[src/rtl/fuse_rd_pkg.sv]
package fuse_rd_pkg;

  // Sequencer phases
  typedef enum logic [2:0] {
    ST_IDLE,   // standby encoding on the pins
    ST_ENTRY,  // read mode entry settle
    ST_ACLR,   // address field cleared, one cycle
    ST_ASET,   // address placed, settle
    ST_STRB,   // strobe high
    ST_FALL,   // strobe low, settle
    ST_WOUT    // waiting for the consumer
  } seq_st_e;

  // Pin word layout (decoded by the fuse macro)
  localparam int CSB_BIT   = 0;
  localparam int STB_BIT   = 1;
  localparam int LOAD_BIT  = 2;
  localparam int PGENB_BIT = 3;
  localparam int ADDR_LSB  = 6;

endpackage

[src/rtl/fuse_rd_timer.sv]
module fuse_rd_timer #(
  parameter int CYC_PER_US = 4
) (
  input  logic clk,
  input  logic rst_n,
  input  logic run,
  output logic expired
);

  localparam int CYC = (CYC_PER_US < 1) ? 1 : CYC_PER_US;
  localparam int CW  = (CYC > 1) ? $clog2(CYC) : 1;
  localparam logic [CW-1:0] LAST = CW'(CYC - 1);

  logic [CW-1:0] cnt_q, cnt_d;

  assign expired = run && (cnt_q == LAST);

  always_comb begin
    if (!run || expired) cnt_d = '0;
    else                 cnt_d = cnt_q + CW'(1);
  end

  always_ff @(posedge clk or negedge rst_n) begin
    if (!rst_n) cnt_q <= '0;
    else        cnt_q <= cnt_d;
  end


  cnt_bound_chk: assert property (@(posedge clk) disable iff (!rst_n)
    cnt_q <= LAST);


  idle_zero_chk: assert property (@(posedge clk) disable iff (!rst_n)
    !$past(run) |-> cnt_q == '0);

endmodule

[src/rtl/fuse_rd_fsm.sv]
module fuse_rd_fsm
  import fuse_rd_pkg::*;
#(
  parameter int ADDR_W = 10,
  parameter int LEN_W  = 11
) (
  input  logic              clk,
  input  logic              rst_n,
  input  logic              req_valid,
  input  logic [ADDR_W-1:0] req_addr,
  input  logic [LEN_W-1:0]  req_len,
  input  logic              expired,
  input  logic              out_pending,
  output seq_st_e           st,
  output logic [ADDR_W-1:0] addr,
  output logic              timed,
  output logic              capture,
  output logic              req_ready,
  output logic              done
);

  seq_st_e           st_q, st_d;
  logic [ADDR_W-1:0] addr_q, addr_d;
  logic [LEN_W-1:0]  left_q, left_d;
  logic              done_q, done_d;
  logic              step;

  assign st        = st_q;
  assign addr      = addr_q;
  assign done      = done_q;
  assign req_ready = (st_q == ST_IDLE);
  assign timed     = (st_q == ST_ENTRY) || (st_q == ST_ASET) ||
                     (st_q == ST_STRB)  || (st_q == ST_FALL);

  // byte finished and handed over
  assign step = !out_pending &&
                (((st_q == ST_FALL) && expired) || (st_q == ST_WOUT));

  always_comb begin
    st_d    = st_q;
    addr_d  = addr_q;
    left_d  = left_q;
    done_d  = 1'b0;
    capture = 1'b0;
    case (st_q)
      ST_IDLE: if (req_valid) begin
        st_d   = ST_ENTRY;
        addr_d = req_addr;
        left_d = req_len;
      end
      ST_ENTRY: if (expired) begin
        if (left_q == '0) begin
          st_d   = ST_IDLE;
          done_d = 1'b1;
        end else begin
          st_d = ST_ACLR;
        end
      end
      ST_ACLR: st_d = ST_ASET;
      ST_ASET: if (expired) st_d = ST_STRB;
      ST_STRB: if (expired) begin
        st_d    = ST_FALL;
        capture = 1'b1;
      end
      ST_FALL: if (expired && out_pending) st_d = ST_WOUT;
      default: ;
    endcase
    if (step) begin
      left_d = left_q - LEN_W'(1);
      addr_d = addr_q + ADDR_W'(1);
      if (left_q == LEN_W'(1)) begin
        st_d   = ST_IDLE;
        done_d = 1'b1;
      end else begin
        st_d = ST_ACLR;
      end
    end
  end

  always_ff @(posedge clk or negedge rst_n) begin
    if (!rst_n) begin
      st_q   <= ST_IDLE;
      addr_q <= '0;
      left_q <= '0;
      done_q <= 1'b0;
    end else begin
      st_q   <= st_d;
      addr_q <= addr_d;
      left_q <= left_d;
      done_q <= done_d;
    end
  end


  addr_hold_chk: assert property (@(posedge clk) disable iff (!rst_n)
    (st_q == ST_STRB || st_q == ST_FALL) |-> $stable(addr_q));


  no_byte_left_chk: assert property (@(posedge clk) disable iff (!rst_n)
    (st_q == ST_ACLR) |-> left_q != '0);

endmodule

[src/rtl/fuse_rd_ctlenc.sv]
module fuse_rd_ctlenc
  import fuse_rd_pkg::*;
#(
  parameter int ADDR_W = 10
) (
  input  seq_st_e                    st,
  input  logic [ADDR_W-1:0]          addr,
  output logic [ADDR_LSB+ADDR_W-1:0] ctrl
);

  always_comb begin
    ctrl = '0;
    if (st == ST_IDLE) begin
      ctrl[CSB_BIT]   = 1'b1;
      ctrl[PGENB_BIT] = 1'b1;
    end else begin
      ctrl[LOAD_BIT]  = 1'b1;
      ctrl[PGENB_BIT] = 1'b1;
      if (st != ST_ENTRY && st != ST_ACLR)
        ctrl[ADDR_LSB +: ADDR_W] = addr;
      if (st == ST_STRB)
        ctrl[STB_BIT] = 1'b1;
    end
  end

endmodule

[src/rtl/fuse_rd_outbuf.sv]
module fuse_rd_outbuf #(
  parameter int DATA_W = 8
) (
  input  logic              clk,
  input  logic              rst_n,
  input  logic              capture,
  input  logic [DATA_W-1:0] din,
  input  logic              out_ready,
  output logic              out_valid,
  output logic [DATA_W-1:0] out_data,
  output logic              pending
);

  logic              vld_d;
  logic [DATA_W-1:0] dat_d;
  logic              dat_en;

  assign pending = out_valid && !out_ready;
  assign dat_en  = capture;

  always_comb begin
    vld_d = out_valid;
    if (out_valid && out_ready) vld_d = 1'b0;
    if (capture)                vld_d = 1'b1;
    dat_d = din;
  end

  always_ff @(posedge clk or negedge rst_n) begin
    if (!rst_n) begin
      out_valid <= 1'b0;
      out_data  <= '0;
    end else begin
      out_valid <= vld_d;
      if (dat_en) out_data <= dat_d;
    end
  end


  no_overwrite_chk: assert property (@(posedge clk) disable iff (!rst_n)
    capture |-> !out_valid);

endmodule

[src/rtl/fuse_rd_seq.sv]
module fuse_rd_seq
  import fuse_rd_pkg::*;
#(
  parameter int CYC_PER_US = 4,
  parameter int ADDR_W     = 10,
  parameter int LEN_W      = 11,
  parameter int DATA_W     = 8
) (
  input  logic                       clk,
  input  logic                       rst_n,
  input  logic                       req_valid,
  output logic                       req_ready,
  input  logic [ADDR_W-1:0]          req_addr,
  input  logic [LEN_W-1:0]           req_len,
  output logic [ADDR_LSB+ADDR_W-1:0] fuse_ctrl,
  input  logic [DATA_W-1:0]          fuse_dout,
  output logic                       out_valid,
  input  logic                       out_ready,
  output logic [DATA_W-1:0]          out_data,
  output logic                       busy,
  output logic                       done
);

  localparam int CTRL_W = ADDR_LSB + ADDR_W;
  localparam logic [CTRL_W-1:0] W_STBY  =
    CTRL_W'((1 << CSB_BIT) | (1 << PGENB_BIT));
  localparam logic [CTRL_W-1:0] W_ENTRY =
    CTRL_W'((1 << LOAD_BIT) | (1 << PGENB_BIT));

  seq_st_e           st;
  logic [ADDR_W-1:0] addr;
  logic              timed, expired, capture, pending;

  fuse_rd_timer #(.CYC_PER_US(CYC_PER_US)) u_timer (
    .clk     (clk),
    .rst_n   (rst_n),
    .run     (timed),
    .expired (expired)
  );

  fuse_rd_fsm #(.ADDR_W(ADDR_W), .LEN_W(LEN_W)) u_fsm (
    .clk         (clk),
    .rst_n       (rst_n),
    .req_valid   (req_valid),
    .req_addr    (req_addr),
    .req_len     (req_len),
    .expired     (expired),
    .out_pending (pending),
    .st          (st),
    .addr        (addr),
    .timed       (timed),
    .capture     (capture),
    .req_ready   (req_ready),
    .done        (done)
  );

  fuse_rd_ctlenc #(.ADDR_W(ADDR_W)) u_enc (
    .st   (st),
    .addr (addr),
    .ctrl (fuse_ctrl)
  );

  fuse_rd_outbuf #(.DATA_W(DATA_W)) u_out (
    .clk       (clk),
    .rst_n     (rst_n),
    .capture   (capture),
    .din       (fuse_dout),
    .out_ready (out_ready),
    .out_valid (out_valid),
    .out_data  (out_data),
    .pending   (pending)
  );

  assign busy = (st != ST_IDLE);


  ready_idle_chk: assert property (@(posedge clk) disable iff (!rst_n)
    req_ready |-> !busy && fuse_ctrl == W_STBY);


  entry_word_chk: assert property (@(posedge clk) disable iff (!rst_n)
    $rose(busy) |-> fuse_ctrl == W_ENTRY);


  strobe_addr_chk: assert property (@(posedge clk) disable iff (!rst_n)
    fuse_ctrl[STB_BIT] |-> $stable(fuse_ctrl[CTRL_W-1:ADDR_LSB]));


  fall_addr_chk: assert property (@(posedge clk) disable iff (!rst_n)
    $fell(fuse_ctrl[STB_BIT]) |-> busy && $stable(fuse_ctrl[CTRL_W-1:ADDR_LSB]));


  hold_data_chk: assert property (@(posedge clk) disable iff (!rst_n)
    out_valid && !out_ready |=> out_valid && $stable(out_data));


  stall_pins_chk: assert property (@(posedge clk) disable iff (!rst_n)
    out_valid && !out_ready |=> $stable(fuse_ctrl) && !fuse_ctrl[STB_BIT]);


  done_pulse_chk: assert property (@(posedge clk) disable iff (!rst_n)
    done |-> !busy && $past(busy));

endmodule

[config.mk]
export PLATFORM = sky130hd
export DESIGN_NAME = fuse_rd_seq
export DESIGN_NICKNAME = d
export VERILOG_FILES = /design/src/rtl/fuse_rd_pkg.sv /design/src/rtl/fuse_rd_timer.sv /design/src/rtl/fuse_rd_fsm.sv /design/src/rtl/fuse_rd_ctlenc.sv /design/src/rtl/fuse_rd_outbuf.sv /design/src/rtl/fuse_rd_seq.sv
export SDC_FILE = /design/constraint.sdc
export NUM_CORES = 1
export LEC_CHECK = 0
export BUFFER_PORTS_ARGS = -buffer_cell sky130_fd_sc_hd__buf_2
export CORE_ASPECT_RATIO = 0.75
export CORE_MARGIN = 5
export CORE_UTILIZATION = 52
export DETAILED_ROUTE_END_ITERATION = 10
export HOLD_SLACK_MARGIN = 0.15
export PLACE_DENSITY = 0.8
export SLEW_MARGIN = 15
export SYNTH_ARGS = -nofsm -noshare
export SYNTH_HDL_FRONTEND = slang
export SYNTH_HIERARCHICAL = 1
export SYNTH_SLANG_ARGS = --single-unit
[constraint.sdc]
create_clock -name clk -period 2.8 [get_ports clk]
set_input_delay 0.7 -clock clk [delete_from_list [all_inputs] [get_ports clk]]
set_output_delay 0.7 -clock clk [all_outputs]
set_load 0.005 [all_outputs]
==> impl_metrics.ini <==
[place]
globalplace.congestion = 0.842
placedCellCount = 330
dpl_worst_slack_ns = 0.431
hpwlAfterDp_um = 3700
postPlaceCellArea_mm2 = 0.00254
portBuffers = 57

[floorplanning]
die_h_um = 66.2
die_w_um = 85.0
fp.dieArea_mm2 = 0.00562
core_mm2 = 0.00405
ios = 61
rows = 20
initial_utilization_pct = 54.0

[sta]
setup_slack_ns = 0.443
tightest_slew_ns = 0.811
finalCriticalPeriod_ns = 2.36
fin_worst_skew_ns = 0.0107
drv_slew = 0
hold_viol_final = 0
fin_crit_sh_pct = 84.2
hold_ws_ns = 0.451
fmax_mhz = 424
relSlewSlack_pct = 45.9
finalSetupTns_ns = 0
setup_viol = 0
grt_setup_unrepaired = false

[layout]
layout.nets = 320
sequential_cell_area_um2 = 901
n_antenna_cell = 0
stdcell_area_mm2 = 0.00267
multi_input_area_mm2 = 0.00118
instances_no_fill = 338
area_growth_pct = 21.9
drive_above_1_share_pct = 33.6
fillers = 358

[worst_setup_path]
critical_path_buf_inv_count = 2
cp-start-kind = flop
cp_max_fo = 13
crit_family = simple AND/OR/NAND/NOR gates
r2r_end = u_fsm/addr[7]
r2r_slack_ns = 0.44
required_ns = 3.01
cp.arrival_ns = 2.57
cp-end-kind = flop
cp_slowest_cell = or4_1
path_class = flop to flop
cp_common_cell = a21o_1
r2r_start = u_fsm/st[2]
cp_slowest_stage_delay_ns = 0.51
worstPathCellList = inv_1 -> nor2_1 -> a21o_1 -> and2_2 -> nand3b_1 -> a21o_1 -> buf_4 -> or4_1 -> o211ai_1
reg2reg_depth = 9

[global_route]
grt_max_degree = 37
grt_pass1_wl_um = 8070
grt_usage_pct = 17.9
grt_pass1_vias = 1823
antenna_found_initial = 0
grt-ovfl-total = 0

[routing]
wirelength_um = 5010
wl_per_cell_um = 14.8
via_count = 1917
drt-pass1-iter-count = 4
drc = 0
drt.antenna.violating_nets = 0
initialDrtViolationCount = 99
routed_via_density = 5.67

[cts]
cts.sink_count = 36
clock-root-buffer = clkbuf_8
numCtsBuffers = 5
cts.htree.levels = 2
path_clk_slew_ns = 0.08
clockBufferDepth = 2
cts_hold_buf = 0
clk_latency_ns = 0.29
cts_tree = built
cts-resized-gates = 0
post-cts-setup-buffers = 0

[yosys]
synth_cell_types = 63
synth-edff-count = 0
ys_seq_elements = 36
synth-seq-area-share_pct = 41.1
async_flop_share_pct = 100
yosysWarnings = 6
synth_ff_type = dfrtp_1
syn_inst = 221
yosys.area.top_type = dfrtp_1
synth_top_cell_area_share_pct = 41.1
syn_avg_cell_area_um2 = 9.91
netlist_area_mm2 = 0.00219
synthTopCellsByArea = dfrtp_1 41%, mux2_4 5.5%, ha_1 2.9%

[power_and_ir_drop]
internal-power_w = 0.00155
p_sw_w = 0.000913
pwr-share-clk_pct = 20.1
p_seq_share_pct = 37.0
power_density_mw_per_mm2 = 921
power_leakage_nw = 1.27
power_frac_comb_pct = 42.9
peakVddDrop_v = 0.000469
swShare_pct = 37.1

[hold_path]
hold_end = u_timer/cnt_q[0]
hp-class = flop to flop
hold_depth = 1
hp-start = u_timer/cnt_q[0]

[run_status]
status = completed

[flow_run]
cap_violations = 0
-- metrics by stage --
stage          utilization [%]  power, W
6_report                  65.9   0.00246
5_1_grt                   65.9   0.00264
3_5_place_dp              62.8   0.00197
2_1_floorplan                -   0.00164
4_1_cts                   65.9   0.00247
3_3_place_gp              62.8   0.00194
-- layout make-up --
class                      count  area share, %
clock inverter                 1           1.12
clock buffer                   7           3.61
inverter                      12           1.69
tap                           55           2.58
timing repair buffer          66           13.2
multi-input combinational    161           44.1
sequential                    36           33.7
-- metal layers --
metal	part of all wire (%)	global-route usage (%)
met1	46	24.5
met2	44	27.3
met3	9.4	5.85
met4	0.36	4.55
met5	0	0
-- registers in the layout (all words and copies together) (netlist names) --
register,flops
u_fsm/left_q,11
u_out/out_valid,1
u_fsm/addr,10
u_fsm/done,1
u_timer/cnt_q,2
u_out/out_data,8
u_fsm/st,3
-- power groups by stage --
| stage | Clock [W] | Combinational (W) | Sequential (W) |
|---|---|---|---|
| after CTS | 0.000508 | 0.00106 | 0.000906 |
| after global routing | 0.000532 | 0.00117 | 0.000942 |
| final | 0.000495 | 0.00106 | 0.000911 |
| after detailed placement | 0 | 0.00106 | 0.000914 |
| after global placement | 0 | 0.00103 | 0.000909 |
| after floorplan | 0 | 0.000743 | 0.000894 |
-- cell usage in the layout (no fill, tap or decap), drive strengths merged, types with 6 or more instances in the layout --
cell / instances
nor2b: 9
clkbuf: 7
inv: 12
or3: 7
mux2: 9
nand2: 12
a21oi: 11
nand3: 6
dfrtp: 36
o21ai: 9
buf: 66
nor2: 15
-- how the worst max path moves through the flow --
stage | startpoint | end | slack (ns) | cells past startpoint
floorplan | u_fsm/st[1] | u_fsm/left_q[0] | 0.70 | 7
global placement | out_ready | u_fsm/addr[7] | 0.52 | 7
detailed placement | out_ready | u_fsm/addr[6] | 0.43 | 7
CTS | u_fsm/st[2] | u_fsm/addr[7] | 0.46 | 9
global route | u_fsm/st[2] | u_fsm/addr[7] | 0.31 | 9
finish | u_fsm/st[2] | u_fsm/addr[7] | 0.44 | 9
-- cells by family after synthesis --
group	count (synthesis)	share of synthesized area [%]
flops	36	41.1
xor+xnor	4	1.60
mux	10	6.45
simple gates	79	20.5
buf+inv	25	5.88
fa+ha+maj	5	2.86
compound gates	60	21.2
other cells	2	0.343
-- synth_stat cells (3+ instances only) --
master and count:
buf_2 7, nor2b_1 9, and3_1 3, inv_1 11, a21oi_1 10, nor3_1 5, nor4_1 3, nand2_1 12
dfrtp_1 36, o211ai_1 3, a221o_1 4, and2b_1 4, o21a_1 5, mux2_4 8, buf_4 3, o21ai_0 8
nand3_1 6, ha_1 5, xnor2_1 3, or3_1 6, nor2_1 15, a21o_1 3, o22ai_1 3
No activity file was read; power rests on OpenSTA's default activity.
